**config.mk**
```make
export PLATFORM = sky130hd
export DESIGN_NAME = i2c_cmd_master
export DESIGN_NICKNAME = d
export VERILOG_FILES = /design/src/rtl/i2c_cmd_pkg.sv /design/src/rtl/i2c_qtick.sv /design/src/rtl/i2c_shifter.sv /design/src/rtl/i2c_seq.sv /design/src/rtl/i2c_cmd_master.sv
export SDC_FILE = /design/constraint.sdc
export NUM_CORES = 1
export LEC_CHECK = 0
export CORE_MARGIN = 1.5
export CORE_UTILIZATION = 53
export DETAILED_ROUTE_END_ITERATION = 7
export PLACE_DENSITY = 0.88
export SETUP_SLACK_MARGIN = 0.02
export SLEW_MARGIN = 20
export SYNTH_ARGS = -nofsm -noshare
export SYNTH_HDL_FRONTEND = slang
export SYNTH_HIERARCHICAL = 1
export SYNTH_SLANG_ARGS = --single-unit
```
**constraint.sdc**
```tcl
create_clock -name clk -period 2.66 [get_ports clk]
set_input_delay 0.399 -clock clk [delete_from_list [all_inputs] [get_ports clk]]
set_output_delay 0.399 -clock clk [all_outputs]
set_load 0.01 [all_outputs]
```
**src/rtl/i2c_cmd_pkg.sv**
```systemverilog
package i2c_cmd_pkg;

  localparam int BYTE_BITS = 8;
  localparam int UNIT_W    = 4;

  typedef enum logic [2:0] {
    OP_IDLE, OP_START, OP_RSTART, OP_STOP, OP_TX, OP_RX, OP_ACK
  } op_e;

  // {scl, sda} levels for one quarter of a unit
  function automatic logic [1:0] phase_lv(op_e op, logic [1:0] q, logic b);
    logic [1:0] lv;
    case (op)
      OP_START:  lv = (q == 2'd2) ? 2'b10 : (q == 2'd3) ? 2'b00 : 2'b11;
      OP_RSTART: lv = (q == 2'd0) ? 2'b01 : (q == 2'd1) ? 2'b11 :
                      (q == 2'd2) ? 2'b10 : 2'b00;
      OP_STOP:   lv = (q == 2'd0) ? 2'b00 : (q == 2'd1) ? 2'b10 : 2'b11;
      OP_TX, OP_RX, OP_ACK:
                 lv = {(q == 2'd1) || (q == 2'd2), b};
      default:   lv = 2'b11;
    endcase
    return lv;
  endfunction

  function automatic logic [UNIT_W-1:0] unit_count(op_e op);
    case (op)
      OP_TX:   return UNIT_W'(BYTE_BITS + 1);
      OP_RX:   return UNIT_W'(BYTE_BITS);
      default: return UNIT_W'(1);
    endcase
  endfunction

endpackage

```
**src/rtl/i2c_qtick.sv**
```systemverilog
module i2c_qtick #(
  parameter int DIV = 4
) (
  input  logic clk,
  input  logic rst_n,
  input  logic run,
  output logic tick
);
  localparam int CW = (DIV > 1) ? $clog2(DIV) : 1;

  logic [CW-1:0] cnt;

  assign tick = run && (cnt == CW'(DIV - 1));

  always_ff @(posedge clk) begin
    if (!rst_n)             cnt <= '0;
    else if (!run || tick)  cnt <= '0;
    else                    cnt <= cnt + 1'b1;
  end
endmodule

```
**src/rtl/i2c_shifter.sv**
```systemverilog
module i2c_shifter #(
  parameter int W = 8
) (
  input  logic         clk,
  input  logic         rst_n,
  input  logic         load,
  input  logic [W-1:0] ld_data,
  input  logic         shift,
  input  logic         sin,
  output logic [W-1:0] q,
  output logic         msb
);
  always_ff @(posedge clk) begin
    if (!rst_n)      q <= '0;
    else if (load)   q <= ld_data;
    else if (shift)  q <= {q[W-2:0], sin};
  end

  assign msb = q[W-1];
endmodule

```
**src/rtl/i2c_seq.sv**
```systemverilog
module i2c_seq
  import i2c_cmd_pkg::*;
(
  input  logic clk,
  input  logic rst_n,
  input  logic launch,
  input  op_e  launch_op,
  input  logic launch_bit,
  input  logic tick,
  input  logic bit_tx,
  output logic busy,
  output op_e  op,
  output logic done,
  output logic tx_shift,
  output logic rx_sample,
  output logic ack_sample,
  output logic scl_lvl,
  output logic sda_lvl
);
  logic [1:0]        qtr_q;
  logic [UNIT_W-1:0] bidx_q;
  logic              ackbit_q;
  logic [1:0]        hold_q;
  logic              last_unit, cur_b, tx_op, ninth;
  logic [1:0]        lv;

  assign busy      = (op != OP_IDLE);
  assign tx_op     = (op == OP_TX);
  assign ninth     = (bidx_q == UNIT_W'(BYTE_BITS));
  assign last_unit = (bidx_q == unit_count(op) - UNIT_W'(1));
  assign cur_b     = tx_op ? (ninth ? 1'b1 : bit_tx) :
                     (op == OP_ACK) ? ackbit_q : 1'b1;
  assign lv        = phase_lv(op, qtr_q, cur_b);
  assign {scl_lvl, sda_lvl} = busy ? lv : hold_q;

  assign done       = busy && tick && (qtr_q == 2'd3) && last_unit;
  assign tx_shift   = tx_op && tick && (qtr_q == 2'd3) && !ninth;
  assign rx_sample  = (op == OP_RX) && tick && (qtr_q == 2'd1);
  assign ack_sample = tx_op && tick && (qtr_q == 2'd1) && ninth;

  always_ff @(posedge clk) begin
    if (!rst_n) begin
      op       <= OP_IDLE;
      qtr_q    <= '0;
      bidx_q   <= '0;
      ackbit_q <= 1'b1;
      hold_q   <= 2'b11;
    end else if (launch && !busy) begin
      op       <= launch_op;
      qtr_q    <= '0;
      bidx_q   <= '0;
      ackbit_q <= launch_bit;
    end else if (busy && tick) begin
      if (qtr_q == 2'd3) begin
        qtr_q <= '0;
        if (last_unit) begin
          op     <= OP_IDLE;
          hold_q <= lv;
        end else begin
          bidx_q <= bidx_q + 1'b1;
        end
      end else begin
        qtr_q <= qtr_q + 1'b1;
      end
    end
  end


  qtr_hold_chk: assert property (@(posedge clk) disable iff (!rst_n)
    (busy && !tick) |=> $stable(qtr_q));


  sda_steady_chk: assert property (@(posedge clk) disable iff (!rst_n)
    (busy && $past(busy) && scl_lvl && $past(scl_lvl) &&
     (op == OP_TX || op == OP_RX || op == OP_ACK)) |-> $stable(sda_lvl));
endmodule

```
**src/rtl/i2c_cmd_master.sv**
```systemverilog
module i2c_cmd_master
  import i2c_cmd_pkg::*;
#(
  parameter int DIV = 63
) (
  input  logic       clk,
  input  logic       rst_n,
  input  logic       ctrl_wr,
  input  logic [7:0] ctrl_wdata,
  input  logic       buf_wr,
  input  logic [7:0] buf_wdata,
  input  logic       sda_i,
  output logic [7:0] ctrl_q,
  output logic [7:0] buf_q,
  output logic       rx_full,
  output logic       irq,
  output logic       wcol,
  output logic       gc_hit,
  output logic       scl_oe,
  output logic       sda_oe
);
  localparam int NCMD = 5;

  logic [NCMD-1:0]      cmd_q, cmd_req_bits, pick;
  logic                 gcen_q, ackdt_q, ackstat_q;
  logic                 busy, done, tick, tx_shift, rx_sample, ack_sample;
  logic                 scl_lvl, sda_lvl, bit_tx;
  logic                 cmd_req, cmd_go, buf_go, launch, reject;
  logic [BYTE_BITS-1:0] sh_q;
  op_e                  op, cmd_op, launch_op;
  logic                 unused_ro;

  assign unused_ro    = ctrl_wdata[6];
  assign cmd_req_bits = ctrl_wdata[NCMD-1:0];
  assign cmd_req      = ctrl_wr && (|cmd_req_bits);
  assign cmd_go       = cmd_req && !busy;
  assign buf_go       = buf_wr && !busy && !cmd_req;
  assign launch       = cmd_go || buf_go;
  assign reject       = (cmd_req && busy) || (buf_wr && !buf_go);
  assign pick         = cmd_req_bits & (~cmd_req_bits + 1'b1);

  always_comb begin
    case (pick)
      5'b00001: cmd_op = OP_START;
      5'b00010: cmd_op = OP_RSTART;
      5'b00100: cmd_op = OP_STOP;
      5'b01000: cmd_op = OP_RX;
      5'b10000: cmd_op = OP_ACK;
      default:  cmd_op = OP_IDLE;
    endcase
  end
  assign launch_op = cmd_go ? cmd_op : OP_TX;

  i2c_qtick #(.DIV(DIV)) u_tick (
    .clk(clk), .rst_n(rst_n), .run(busy), .tick(tick)
  );

  i2c_shifter #(.W(BYTE_BITS)) u_shift (
    .clk(clk), .rst_n(rst_n), .load(buf_go), .ld_data(buf_wdata),
    .shift(tx_shift || rx_sample), .sin(rx_sample ? sda_i : 1'b0),
    .q(sh_q), .msb(bit_tx)
  );

  i2c_seq u_seq (
    .clk(clk), .rst_n(rst_n), .launch(launch), .launch_op(launch_op),
    .launch_bit(ctrl_wdata[5]), .tick(tick), .bit_tx(bit_tx),
    .busy(busy), .op(op), .done(done), .tx_shift(tx_shift),
    .rx_sample(rx_sample), .ack_sample(ack_sample),
    .scl_lvl(scl_lvl), .sda_lvl(sda_lvl)
  );

  always_ff @(posedge clk) begin
    if (!rst_n) begin
      cmd_q     <= '0;
      gcen_q    <= 1'b0;
      ackdt_q   <= 1'b0;
      ackstat_q <= 1'b0;
      buf_q     <= '0;
      rx_full   <= 1'b0;
      irq       <= 1'b0;
      wcol      <= 1'b0;
      gc_hit    <= 1'b0;
    end else begin
      irq    <= done;
      wcol   <= reject;
      gc_hit <= done && (op == OP_RX) && gcen_q && (sh_q == '0);
      if (ctrl_wr) begin
        gcen_q  <= ctrl_wdata[7];
        ackdt_q <= ctrl_wdata[5];
      end
      if (ack_sample) ackstat_q <= sda_i;
      if (done) cmd_q <= '0;
      else if (cmd_go) cmd_q <= pick;
      if (launch) rx_full <= 1'b0;
      if (buf_go) buf_q <= buf_wdata;
      if (done && (op == OP_RX)) begin
        buf_q   <= sh_q;
        rx_full <= 1'b1;
      end
    end
  end

  assign ctrl_q = {gcen_q, ackstat_q, ackdt_q, cmd_q};
  assign scl_oe = !scl_lvl;
  assign sda_oe = !sda_lvl;


  cmd_clear_chk: assert property (@(posedge clk) disable iff (!rst_n)
    done |=> (ctrl_q[NCMD-1:0] == '0));


  busy_reject_chk: assert property (@(posedge clk) disable iff (!rst_n)
    (ctrl_wr && busy) |=> ((ctrl_q[NCMD-1:0] & ~$past(ctrl_q[NCMD-1:0])) == '0));


  irq_single_chk: assert property (@(posedge clk) disable iff (!rst_n)
    irq |=> !irq);


  stop_release_chk: assert property (@(posedge clk) disable iff (!rst_n)
    (done && op == OP_STOP) |=> (!scl_oe && !sda_oe));
endmodule

```
Yosys cells after proc, flatten, opt, wreduce, memory -nomap -nowiden --
Index checks and enable logic that the tools add are counted.
Word-level totals: register bits 46, bits of input ports 21, logic and storage cells 119
Operators by class: add/subtract/negate cells 5, bitwise gates (word level) 5, mux-type cells 27, reductions and logical operators 49, equal/unequal tests 17
Operators with widths (count):
- 2-to-1 mux 8 bit | 4
- logical AND 1 bit | 21
- 2-to-1 mux 2 bit | 8
- 2-to-1 mux 3 bit | 5
- case mux 3 bit (5 select lines) | 1
- nonzero test 2 bit | 6
- equality test 3 bit (second input constant) | 3
- zero test 8 bit | 1
- case mux 2 bit (4 select lines) | 1
- case mux 4 bit (2 select lines) | 1
- 2-to-1 mux 1 bit | 7
- adder 6 x 1 -> 6 bit (second input constant) | 1
- equality test 3 x 2 -> 1 bit (second input constant) | 2
- equality test 6 bit (second input constant) | 1
- zero test 1 bit | 6
- AND reduction 3 bit | 2
- OR reduction 2 bit | 3
- adder 5 x 1 -> 5 bit (second input constant) | 1
- AND 5 bit | 1
- equality test 5 x 1 -> 1 bit (second input constant) | 1
- equality test 5 x 2 -> 1 bit (second input constant) | 1
- equality test 5 x 3 -> 1 bit (second input constant) | 1
- equality test 5 x 4 -> 1 bit (second input constant) | 1
- equality test 5 bit (second input constant) | 1
- 16 further kinds | 23

Depth between registers and ports, before layout --
word-level depth 8, depth in mapped cells 10, gate-level depth less buffers 10

Cells and area by module --
Netlist, hierarchy kept.
Modules (own cells, without submodules):
- i2c_cmd_master | instances 1, area an instance 1003.5 um^2, cells each 117
- i2c_seq | instances 1, area an instance 894.6 um^2, cells each 103
- i2c_shifter | instances 1, area an instance 447.9 um^2, cells each 36
- i2c_qtick | instances 1, area an instance 269.0 um^2, cells each 27

Worst setup path after synthesis --
Ideal clock, no wire load.
kind register -> register, from register u_seq.op[2], to register buf_q[0], path slack 0.296 ns, period minus slack after synthesis 2.364 ns, buffers on the path 1, cell stages (with the launch flop) 10, setup time 0.074 ns, arrival time 2.290 ns, cell sequence dfxtp_1 or3_1 buf_2 and3_2 nand3_1 nor3_2 nand4b_1 o21ai_1 o31ai_1 a31oi_1
Between the ends: longest elaborated chain between the ends 7, elaborated cells between the ends (all ways) 16
Ends and longest elaborated chain:
- start: declaration | line i2c_seq.sv:12 | output op_e op,
- start signal: assignment | line i2c_seq.sv:49 | op <= launch_op;
- nonzero test 3 bit * | line i2c_seq.sv:27 | assign busy = (op != OP_IDLE);
- net busy | line i2c_cmd_master.sv:26 | logic busy, done, tick, tx_shift, rx_sample, ack_sample;
- logical AND 1 bit * | line i2c_qtick.sv:13 | assign tick = run && (cnt == CW'(DIV - 1));
- net tick | line i2c_cmd_master.sv:26
- logical AND 1 bit * (3 in series) | line i2c_seq.sv:36 | assign done = busy && tick && (qtr_q == 2'd3) && last_unit;
- net done | line i2c_cmd_master.sv:26
- logical AND 1 bit * | line i2c_cmd_master.sv:96 | if (done && (op == OP_RX)) begin
- 2-to-1 mux 8 bit or nonzero test 2 bit (tied branches)
- end signal: assignment | line i2c_cmd_master.sv:95 | if (buf_go) buf_q <= buf_wdata;
- end signal: assignment | line i2c_cmd_master.sv:97 | buf_q <= sh_q;
- end: declaration | line i2c_cmd_master.sv:14 | output logic [7:0] buf_q,
Mark *: on every way through the listed nets, which the timed path passes. The rest lies on a longest branch. A chain may end at the register's enable or synchronous reset.

Worst setup path after layout --
from register u_seq.qtr_q[0], to output scl_oe
Between the ends: longest elaborated chain between the ends 7, elaborated cells between the ends (all ways) 14
Ends and longest elaborated chain:
- start: declaration | line i2c_seq.sv:20 | logic [1:0] qtr_q;
- start signal: assignment | line i2c_seq.sv:63 | qtr_q <= qtr_q + 1'b1;
- equality test 2 bit | line i2c_cmd_pkg.sv:14, i2c_cmd_pkg.sv:16, i2c_cmd_pkg.sv:19
- 2-to-1 mux 2 bit | line i2c_cmd_pkg.sv:16 | (q == 2'd2) ? 2'b10 : 2'b00;
- 2-to-1 mux 2 bit (2 in series) | line i2c_cmd_pkg.sv:15 | OP_RSTART: lv = (q == 2'd0) ? 2'b01 : (q == 2'd1) ? 2'b11 :
- case mux 2 bit (4 select lines) * | line i2c_cmd_pkg.sv:13 | case (op)
- 2-to-1 mux 2 bit * | line i2c_seq.sv:34 | assign {scl_lvl, sda_lvl} = busy ? lv : hold_q;
- net scl_lvl | line i2c_cmd_master.sv:27 | logic scl_lvl, sda_lvl, bit_tx;
- zero test 1 bit * | line i2c_cmd_master.sv:104 | assign scl_oe = !scl_lvl;
- end: declaration | line i2c_cmd_master.sv:19 | output logic scl_oe,
Marks and branches as above.

==> impl_metrics.json <==
{
  "outcome": "finished clean",
  "synthCells": 283,
  "wl_um": 6300,
  "slowest_stage": "clkdlybuf4s50_1",
  "finalCritPeriodShare_pct": 96.7,
  "postPlaceCellArea_sq_mm": 0.00310,
  "area_growth_pct": 25.2,
  "skew_ns": 0.0116,
  "crit_arrival_ns": 2.17,
  "synth-edff-count": 0,
  "start_util_pct": 55.4,
  "min_path_type": "flop to flop",
  "grt_pass1_vias": 2240,
  "clk_path_buf_depth": 2,
  "clock_sinks": 46,
  "place.gp.congestion": 0.892,
  "n_antenna_cell": 0,
  "yosysSeqAreaShare_pct": 35.2,
  "insertion_delay_ns": 0.31,
  "cp_data_required_time_ns": 2.26,
  "fin_crit_ns": 2.57,
  "finalWorstSetupSlack_ns": 0.0878,
  "power_leakage_nw": 1.40,
  "p_sw_mw": 0.796,
  "syn_area_sq_mm": 0.00262,
  "yosysWarnings": 6,
  "start_kind": "flop",
  "rows": 25,
  "pwr-share-comb_pct": 36.8,
  "crit_type": "flop to output port",
  "die_height_um": 73.2,
  "grt-ovfl-total": 0,
  "synth_flop_cell": "dfxtp_1",
  "cts_tree": "built",
  "yosysUniqueCellTypes": 68,
  "seqPwrFrac_pct": 36.3,
  "tns_ns": 0,
  "fin_nets": 357,
  "setup_viol": 0,
  "core_sq_mm": 0.00472,
  "grtUsageTotal_pct": 24.9,
  "synthesis.nets": 312,
  "pwr-share-clk_pct": 26.9,
  "cp_cell_sequence": "inv_1, ha_1, a21oi_1, a31oi_2, mux2_2, inv_1, clkdlybuf4s50_1",
  "yosysMostFrequentCell": "dfxtp_1",
  "ios": 43,
  "peakVddDrop_v": 0.000473,
  "path_clk_slew_ns": 0.08,
  "cpMostUsedCell": "inv_1",
  "ant_nets": 0,
  "synth_seq_cells": 46,
  "drt_first_pass_iters": 4,
  "h-tree-depth": 2,
  "power_mw": 2.40,
  "fin_cells": 396,
  "dr.first_iter.drc_count": 124,
  "grt_pass1_wl_um": 10200,
  "drive_gt1_share_pct": 17.0,
  "max-slew-margin-rel_pct": 56.6,
  "fin_area_sq_mm": 0.00327,
  "cap_violations": 0,
  "via_count": 2260,
  "hpwl_um": 4380,
  "die_area_sq_mm": 0.00536,
  "worstMarginPinSlew_ns": 0.647,
  "netSwitchingFraction_pct": 33.2,
  "multi_input_area_sq_mm": 0.00155,
  "drc_errors": 0,
  "fmax_mhz": 389,
  "port_buffers": 41,
  "yosys-top-cells-count": "46 x dfxtp_1, 35 x nand2_1, 16 x nor2_1, 13 x inv_1, 10 x a21oi_1",
  "rsz0062_at_grt": "false",
  "placed_cells_incl_taps": 387,
  "die_w_um": 73.2,
  "max_stage_delay_ns": 0.53,
  "fin_util_pct": 69.3,
  "dpl_worst_slack_ns": 0.0896,
  "hold_violations": 0,
  "worstPathMaxFanout": 5,
  "antenna_found_initial": 0,
  "slew_viol_final": 0,
  "avgRoutedWirePerCell_um": 15.9,
  "cts_root_buf": "clkbuf_8",
  "internal_power_mw": 1.60,
  "avgSynthCellArea_sq_um": 9.24,
  "synthArstFlopShare_pct": 0,
  "powerDensity_mw_per_mm2": 733,
  "grt_max_degree": 30,
  "synth_top_area_cell": "dfxtp_1",
  "synth_area_leaders": "dfxtp_1 35%, mux2_4 5.2%, nand2_1 5.0%",
  "cts_buffers": 5,
  "fin_hold_ws_ns": 0.457,
  "fill_cells": 365,
  "seq_area_sq_um": 928,
  "end_kind": "output port",
  "via_per_inst": 5.71,
  "yosysTopAreaCellShare_pct": 35.2
}
==> layout make-up <==
| type | instances | share of cell area (%) |
|---|---|---|
| Sequential cell | 46 | 28.4 |
| Inverter | 14 | 1.61 |
| Timing Repair Buffer | 55 | 15.8 |
| Tap cell | 67 | 2.56 |
| Multi-Input combinational cell | 206 | 47.3 |
| Clock inverter | 2 | 1.83 |
| Clock buffer | 6 | 2.52 |
==> critical path: cells and delay by family, from the launching register on <==
family,cells,cell delay (ns)
mux,1,0.28
buf+inv,3,0.66
flops,1,0.38
fa+ha+maj,1,0.31
compound gates,2,0.26
==> metal layers <==
metal / GRT usage [%] / wire, um / vias up
li1: - / - / 1100
met1: 29.8 / 2660 / 1079
met2: 41.5 / 3200 / 66
met3: 5.25 / 250 / 15
met4: 13.4 / 197 / 0
met5: 0 / 0 / -
==> cell usage in the layout, fill, tap and decap left out, types with 7 or more instances in the layout <==
cell type and instances:
clkdlybuf4s50_1 40, nand3_1 7, o211a_1 8, dfxtp_1 42
a21oi_1 10, ha_1 8, inv_1 13, mux2i_1 8
nand2_1 35, or2b_1 9, a31oi_1 8, buf_4 14
mux2_4 9, nor2_1 16, o31ai_1 9
==> repair_timing <==
action,CTS,global route
setup endpoints to repair,2,2
pin swaps,0,2
hold buffers,0,0
buffers inserted,0,1
resized for setup,3,5
==> power groups by stage <==
stage	combinational [mW]	clock (mW)	sequential (mW)
finish	0.884	0.645	0.872
global route	0.951	0.676	0.883
CTS	0.858	0.658	0.868
detailed placement	0.840	0	0.881
global placement	0.815	0	0.877
floorplan	0.580	0	0.871
==> kinds of logic after synthesis <==
| kind of cell | Yosys count | synth area share [%] |
|---|---|---|
| multiplexers | 19 | 9.09 |
| adder cells (fa/ha/maj) | 8 | 3.83 |
| buffers and inverters | 31 | 6.08 |
| AND/OR/NAND/NOR | 111 | 24.9 |
| AO/OA/AOI/OAI | 62 | 18.6 |
| XOR/XNOR | 6 | 2.30 |
| flip-flops | 46 | 35.2 |
==> worst paths after layout <==
kind / startpoint / to / slack (ns) / cells past startpoint
hold reg to reg: cmd_q[4]$_SDFFE_PP0P_ / cmd_q[4]$_SDFFE_PP0P_ / 0.46 / 2
setup / recovery: u_seq/qtr_q[0]$_SDFFE_PP0N_ / scl_oe / 0.09 / 7
setup reg to reg: u_tick/cnt[0]$_SDFF_PP0_ / rx_full$_SDFFE_PN0P_ / 0.22 / 10
hold / removal: cmd_q[4]$_SDFFE_PP0P_ / cmd_q[4]$_SDFFE_PP0P_ / 0.46 / 2
==> state kept, by name, indices dropped and copies added (netlist names), 2 cells and up <==
signal	count
u_seq/bidx_q	4
u_seq/op	3
u_seq/hold_q	2
u_tick/cnt	6
u_seq/qtr_q	2
cmd_q	5
buf_q	8
u_shift/q	8
Power figures use the tool's default switching activity.
